<file path="src/rtl/ack_tick_pacer_pkg.sv">
package ack_tick_pacer_pkg;

    typedef struct packed {
        logic ready;
        logic irq;
    } gate_state_t;

    localparam gate_state_t GATE_RESET = '{ready: 1'b1, irq: 1'b0};

endpackage

</file>
<file path="src/rtl/ack_tick_backlog.sv">
module ack_tick_backlog #(
    parameter int CNT_W = 8
) (
    input  logic             clk,
    input  logic             rst_n,
    input  logic             inc_i,
    input  logic             dec_i,
    input  logic             clr_i,
    output logic [CNT_W-1:0] cnt_o,
    output logic             nonzero_o
);
    localparam logic [CNT_W-1:0] CNT_MAX = {CNT_W{1'b1}};

    typedef struct packed {
        logic [CNT_W-1:0] cnt;
    } backlog_t;

    backlog_t st_d, st_q;

    always_comb begin
        st_d = st_q;
        if (clr_i) begin
            st_d.cnt = '0;
        end else if (inc_i && !dec_i) begin
            if (st_q.cnt != CNT_MAX) begin
                st_d.cnt = st_q.cnt + 1'b1;
            end
        end else if (dec_i && !inc_i) begin
            if (st_q.cnt != '0) begin
                st_d.cnt = st_q.cnt - 1'b1;
            end
        end
    end

    always_ff @(posedge clk or negedge rst_n) begin
        if (!rst_n) begin
            st_q <= '0;
        end else begin
            st_q <= st_d;
        end
    end

    assign cnt_o     = st_q.cnt;
    assign nonzero_o = (st_q.cnt != '0);

endmodule

</file>
<file path="src/rtl/ack_tick_gate.sv">
module ack_tick_gate
    import ack_tick_pacer_pkg::*;
(
    input  logic clk,
    input  logic rst_n,
    input  logic work_i,
    input  logic slot_i,
    input  logic ack_i,
    input  logic rearm_i,
    output logic ready_o,
    output logic launch_o,
    output logic irq_o
);
    gate_state_t st_d, st_q;
    logic        launch;

    always_comb begin
        launch = slot_i && work_i && st_q.ready && !rearm_i;
        st_d   = st_q;
        st_d.irq = launch;
        if (rearm_i) begin
            st_d.ready = 1'b1;
        end else if (launch) begin
            st_d.ready = 1'b0;
        end else if (ack_i) begin
            st_d.ready = 1'b1;
        end
    end

    always_ff @(posedge clk or negedge rst_n) begin
        if (!rst_n) begin
            st_q <= GATE_RESET;
        end else begin
            st_q <= st_d;
        end
    end

    assign ready_o  = st_q.ready;
    assign launch_o = launch;
    assign irq_o    = st_q.irq;

endmodule

</file>
<file path="src/rtl/ack_tick_pacer.sv">
module ack_tick_pacer #(
    parameter int CNT_W = 8
) (
    input  logic clk,
    input  logic rst_n,
    input  logic expire_i,
    input  logic ack_i,
    input  logic reprog_i,
    input  logic slot_i,
    output logic irq_o,
    output logic pend_work_o
);
    logic [CNT_W-1:0] backlog_q;
    logic             backlog_nz;
    logic             ready_q;
    logic             launch;

    ack_tick_backlog #(.CNT_W(CNT_W)) u_backlog (
        .clk       (clk),
        .rst_n     (rst_n),
        .inc_i     (expire_i),
        .dec_i     (ack_i),
        .clr_i     (reprog_i),
        .cnt_o     (backlog_q),
        .nonzero_o (backlog_nz)
    );

    ack_tick_gate u_gate (
        .clk      (clk),
        .rst_n    (rst_n),
        .work_i   (backlog_nz),
        .slot_i   (slot_i),
        .ack_i    (ack_i),
        .rearm_i  (reprog_i),
        .ready_o  (ready_q),
        .launch_o (launch),
        .irq_o    (irq_o)
    );

    assign pend_work_o = backlog_nz && ready_q;

endmodule

</file>
<file path="config.mk">
export PLATFORM = sky130hd
export DESIGN_NAME = ack_tick_pacer
export DESIGN_NICKNAME = d
export VERILOG_FILES = /design/src/rtl/ack_tick_pacer_pkg.sv /design/src/rtl/ack_tick_backlog.sv /design/src/rtl/ack_tick_gate.sv /design/src/rtl/ack_tick_pacer.sv
export SDC_FILE = /design/constraint.sdc
export NUM_CORES = 1
export LEC_CHECK = 0
export BUFFER_PORTS_ARGS = -buffer_cell sky130_fd_sc_hd__buf_2
export CAP_MARGIN = 0
export CORE_MARGIN = 2
export CORE_UTILIZATION = 54
export DETAILED_ROUTE_END_ITERATION = 8
export HOLD_SLACK_MARGIN = 0.08
export PLACE_DENSITY_LB_ADDON = 0.12
export SLEW_MARGIN = 20
export SYNTH_ARGS = -nofsm -noshare
export SYNTH_HDL_FRONTEND = slang
export SYNTH_HIERARCHICAL = 1
export SYNTH_SLANG_ARGS = --single-unit
</file>
<file path="constraint.sdc">
create_clock -name clk -period 2.25 [get_ports clk]
set_input_delay 0.3375 -clock clk [delete_from_list [all_inputs] [get_ports clk]]
set_output_delay 0.3375 -clock clk [all_outputs]
set_load 0.02 [all_outputs]
</file>
==> metrics.md <==
| Metric | Value |
|---|---|
| Largest net degree at the start of global routing | `14` |
| Drt wl/cell | `14.7 um` |
| CORE AREA | `between 1000 and 1500 um2` |
| PostCTS Resize Cnt | `0` |
| Critical path peak fanout | `5` |
| Worst slew margin | `72.2%` |
| Worst EP required | `2.40 ns` |
| Top cell type's share of synthesized area | `29.4%` |
| Root Buffer Master | `clkbuf_4` |
| Clk sink count | `10` |
| Vias in the first global route | `681` |
| Die width | `approximately 42 um` |
| CTS Hold Buffers Added | `1` |
| Routed Wire Length | `1.68 mm` |
| Routed via count | `680` |
| Gp weighted congestion | `0.819` |
| All-Layer GR Usage | `21.7%` |
| Slew Limit Fails | `0` |
| Clk_lat worst skew | `0.26 ns` |
| Die area | `about 1700 um2` |
| Remaining Overflow, GRT | `0` |
| Worst path arrival time | `2.18 ns` |
| Largest area contributor in the netlist | `dfrtp_1` |
| Initial antenna violation count | `0` |
| Crit path cell chain | `nor4_1, nand3_1, a311oi_4, buf_4, mux2_2` |
| Layout net count | `112` |
| Crit start category | `flip-flop` |
| Io pins | `8` |
| Synth area leaders | `dfrtp_1, ha_1, nand2_1` |
| Sequential element share of the synthesized area | `between 30% and 40%` |
| Fin crit period | `2.03 ns` |
| Clock-pin slew on the worst setup and hold paths | `approximately 0.08 ns` |
| Yosys warns | `6` |
| 1st-pass router iterations | `4` |
| Syn Inst Count | `85` |
| RSZ-0062 raised after global routing | `false` |
| Cts bufs inserted | `3` |
| Fin crit share | `90.2%` |
| Actual slew at the worst max-slew pin | `approximately 0.41 ns` |
| DRC violations left | `0` |
| Final ANT Viol Nets | `0` |
| Layout cells sized above 1 | `between 20 and 25%` |
| Buffers & Inverters on Critical Path | `1` |
| CTS tree | `done` |
| Number of DRC markers in iteration 0 | `23` |
| Skew final | `about 0.0058 ns` |
| WHS | `0.409 ns` |
| Post-Syn Area | `between 700 and 800 um2` |
| Pwr/cell area | `approximately 1200 nW/um2` |
| CTS Buffer Depth | `2` |
| Final HPWL DP | `1.23 mm` |
| Min-delay worst type | `in -> reg` |
| Critical path's largest stage delay | `0.45 ns` |
| # Post-CTS Setup Buffers | `0` |
| Area grow syn2layout | `14.5%` |
| H-tree depth | `1` |
| Most common cell after layout, fill and taps aside | `nand2_1` |
| Port Buffer Count | `7` |
| Delay-heaviest family, CP | `simple AND/OR/NAND/NOR gates` |
| Syn_nets | `97` |
| Commonest cells after routing, fill and taps aside | `nand2_1, dfrtp_1, buf_2` |
| Worst setup EP type | `flip-flop` |
| Worst vdd ir | `547 uV` |
| Rows | `13` |
| Crit Path Class | `reg -> reg` |
| Diodes inserted | `0` |
| Fmax | `492 MHz` |
| CP max stage cell | `dfrtp_1` |
| TNS Setup | `0 ns` |
| Leak Pwr | `0.000375 uW` |
| First-pass GRT wire length | `approximately 3 mm` |
| Initial core utilization | `58.2%` |
| Die H | `41.7 um` |
| Syn Area/Cell | `9.02 um2` |
| Fin. Hold Viols | `0` |
| Post-synthesis cell type count | `39` |
| Vias/cell | `5.96` |
| Status | `finished, final reports clean` |
| Final setup viols | `0` |
| Max-cap viol count | `0` |
| Flops & latches, synth | `10` |
cell type report:
class | instances | area [um2]
Multi-Input combinational cell | 69 | 488
Fill cell | 107 | 439
Sequential cell | 10 | 251
Timing Repair Buffer | 13 | 82.6
Clock buffer | 4 | 26.3
Tap cell | 15 | 18.8
Inverter | 3 | 11.3
synth_stat cells:
cell and instances:
nand2_1 12, dfrtp_1 9, ha_1 6, nor2_1 5, o21ai_0 4, o31ai_1 4
nor3_1 3, xnor2_1 3, a2111oi_0 2, a21oi_1 2, inv_1 2, nand2b_1 2
nand3_1 2, nor2b_1 2, o21a_1 2, xor2_1 2, a211o_1 1, a211oi_1 1
a21oi_2 1, a221o_1 1, a311oi_4 1, a31oi_1 1, and2_1 1, and4_1 1
and4b_1 1, buf_2 1, buf_4 1, clkbuf_1 1, dfstp_2 1, inv_2 1
mux2_2 1, nand4_1 1, nand4b_1 1, nor4_1 1, o211ai_1 1, o21ai_1 1
o21bai_1 1, o31a_1 1, o41ai_1 1
cell families (layout without fill, tap and decap cells):
kind of cell	Yosys count	after routing	synth area share, %
AND/OR/NAND/NOR	32	32	20.9
AO/OA/AOI/OAI	25	25	25.8
flip-flops	10	10	32.8
adder cells (fa/ha/maj)	6	6	9.79
buffers and inverters	6	20	3.59
XOR/XNOR	5	5	5.71
multiplexers	1	1	1.47
registers in the layout (all words and copies together), names as in the netlist:
register	flops
u_backlog/cnt_o	8
u_gate/irq_o	1
u_gate/ready_o	1
power breakdown:
group | internal (uW) | total (uW) | leakage, uW | switching, uW
combinational | 264 | 579 | 0.000234 | 315
sequential | 244 | 324 | 0.000127 | 79.8
clock | 68.5 | 135 | 0.0000150 | 66.3
through the flow:
step                power [uW]  instances  area, um2  setup slack (ns)  utilization [%]
floorplan                  753         85        767             0.240                -
global placement           867        109        842            0.0560             63.9
detailed placement         889        109        842            0.0309             63.9
CTS                       1030        114        878             0.251             66.7
global route              1120        114        878             0.145             66.7
finish                    1040        114        878             0.220             66.7
path summary, 6_finish.rpt:
| path | startpoint | endpoint | slack [ns] | cells past startpoint |
|---|---|---|---|---|
| setup reg to reg | u_backlog/cnt_o[4]$_DFFE_PN0P_ | u_backlog/cnt_o[0]$_DFFE_PN0P_ | 0.22 | 5 |
| setup / recovery | u_backlog/cnt_o[4]$_DFFE_PN0P_ | u_backlog/cnt_o[0]$_DFFE_PN0P_ | 0.22 | 5 |
| hold / removal | slot_i | u_gate/irq_o$_DFF_PN0_ | 0.41 | 2 |
| hold reg to reg | u_gate/ready_o$_DFFE_PN1P_ | u_gate/ready_o$_DFFE_PN1P_ | 0.56 | 2 |
| max in group asynchronous | rst_n | u_gate/ready_o$_DFFE_PN1P_ | 1.53 | 2 |
| min in group asynchronous | rst_n | u_backlog/cnt_o[3]$_DFFE_PN0P_ | 0.46 | 2 |
metal layers:
layer / wire length [um] / global-route usage [%] / vias to the layer above
met2: 812 / 34.1 / 15
met1: 805 / 28.6 / 316
met5: 0 / 0 / -
met4: 0 / 11.0 / 0
li1: - / - / 349
met3: 59 / 3.91 / 0
No activity file was read; power rests on OpenSTA's default activity.
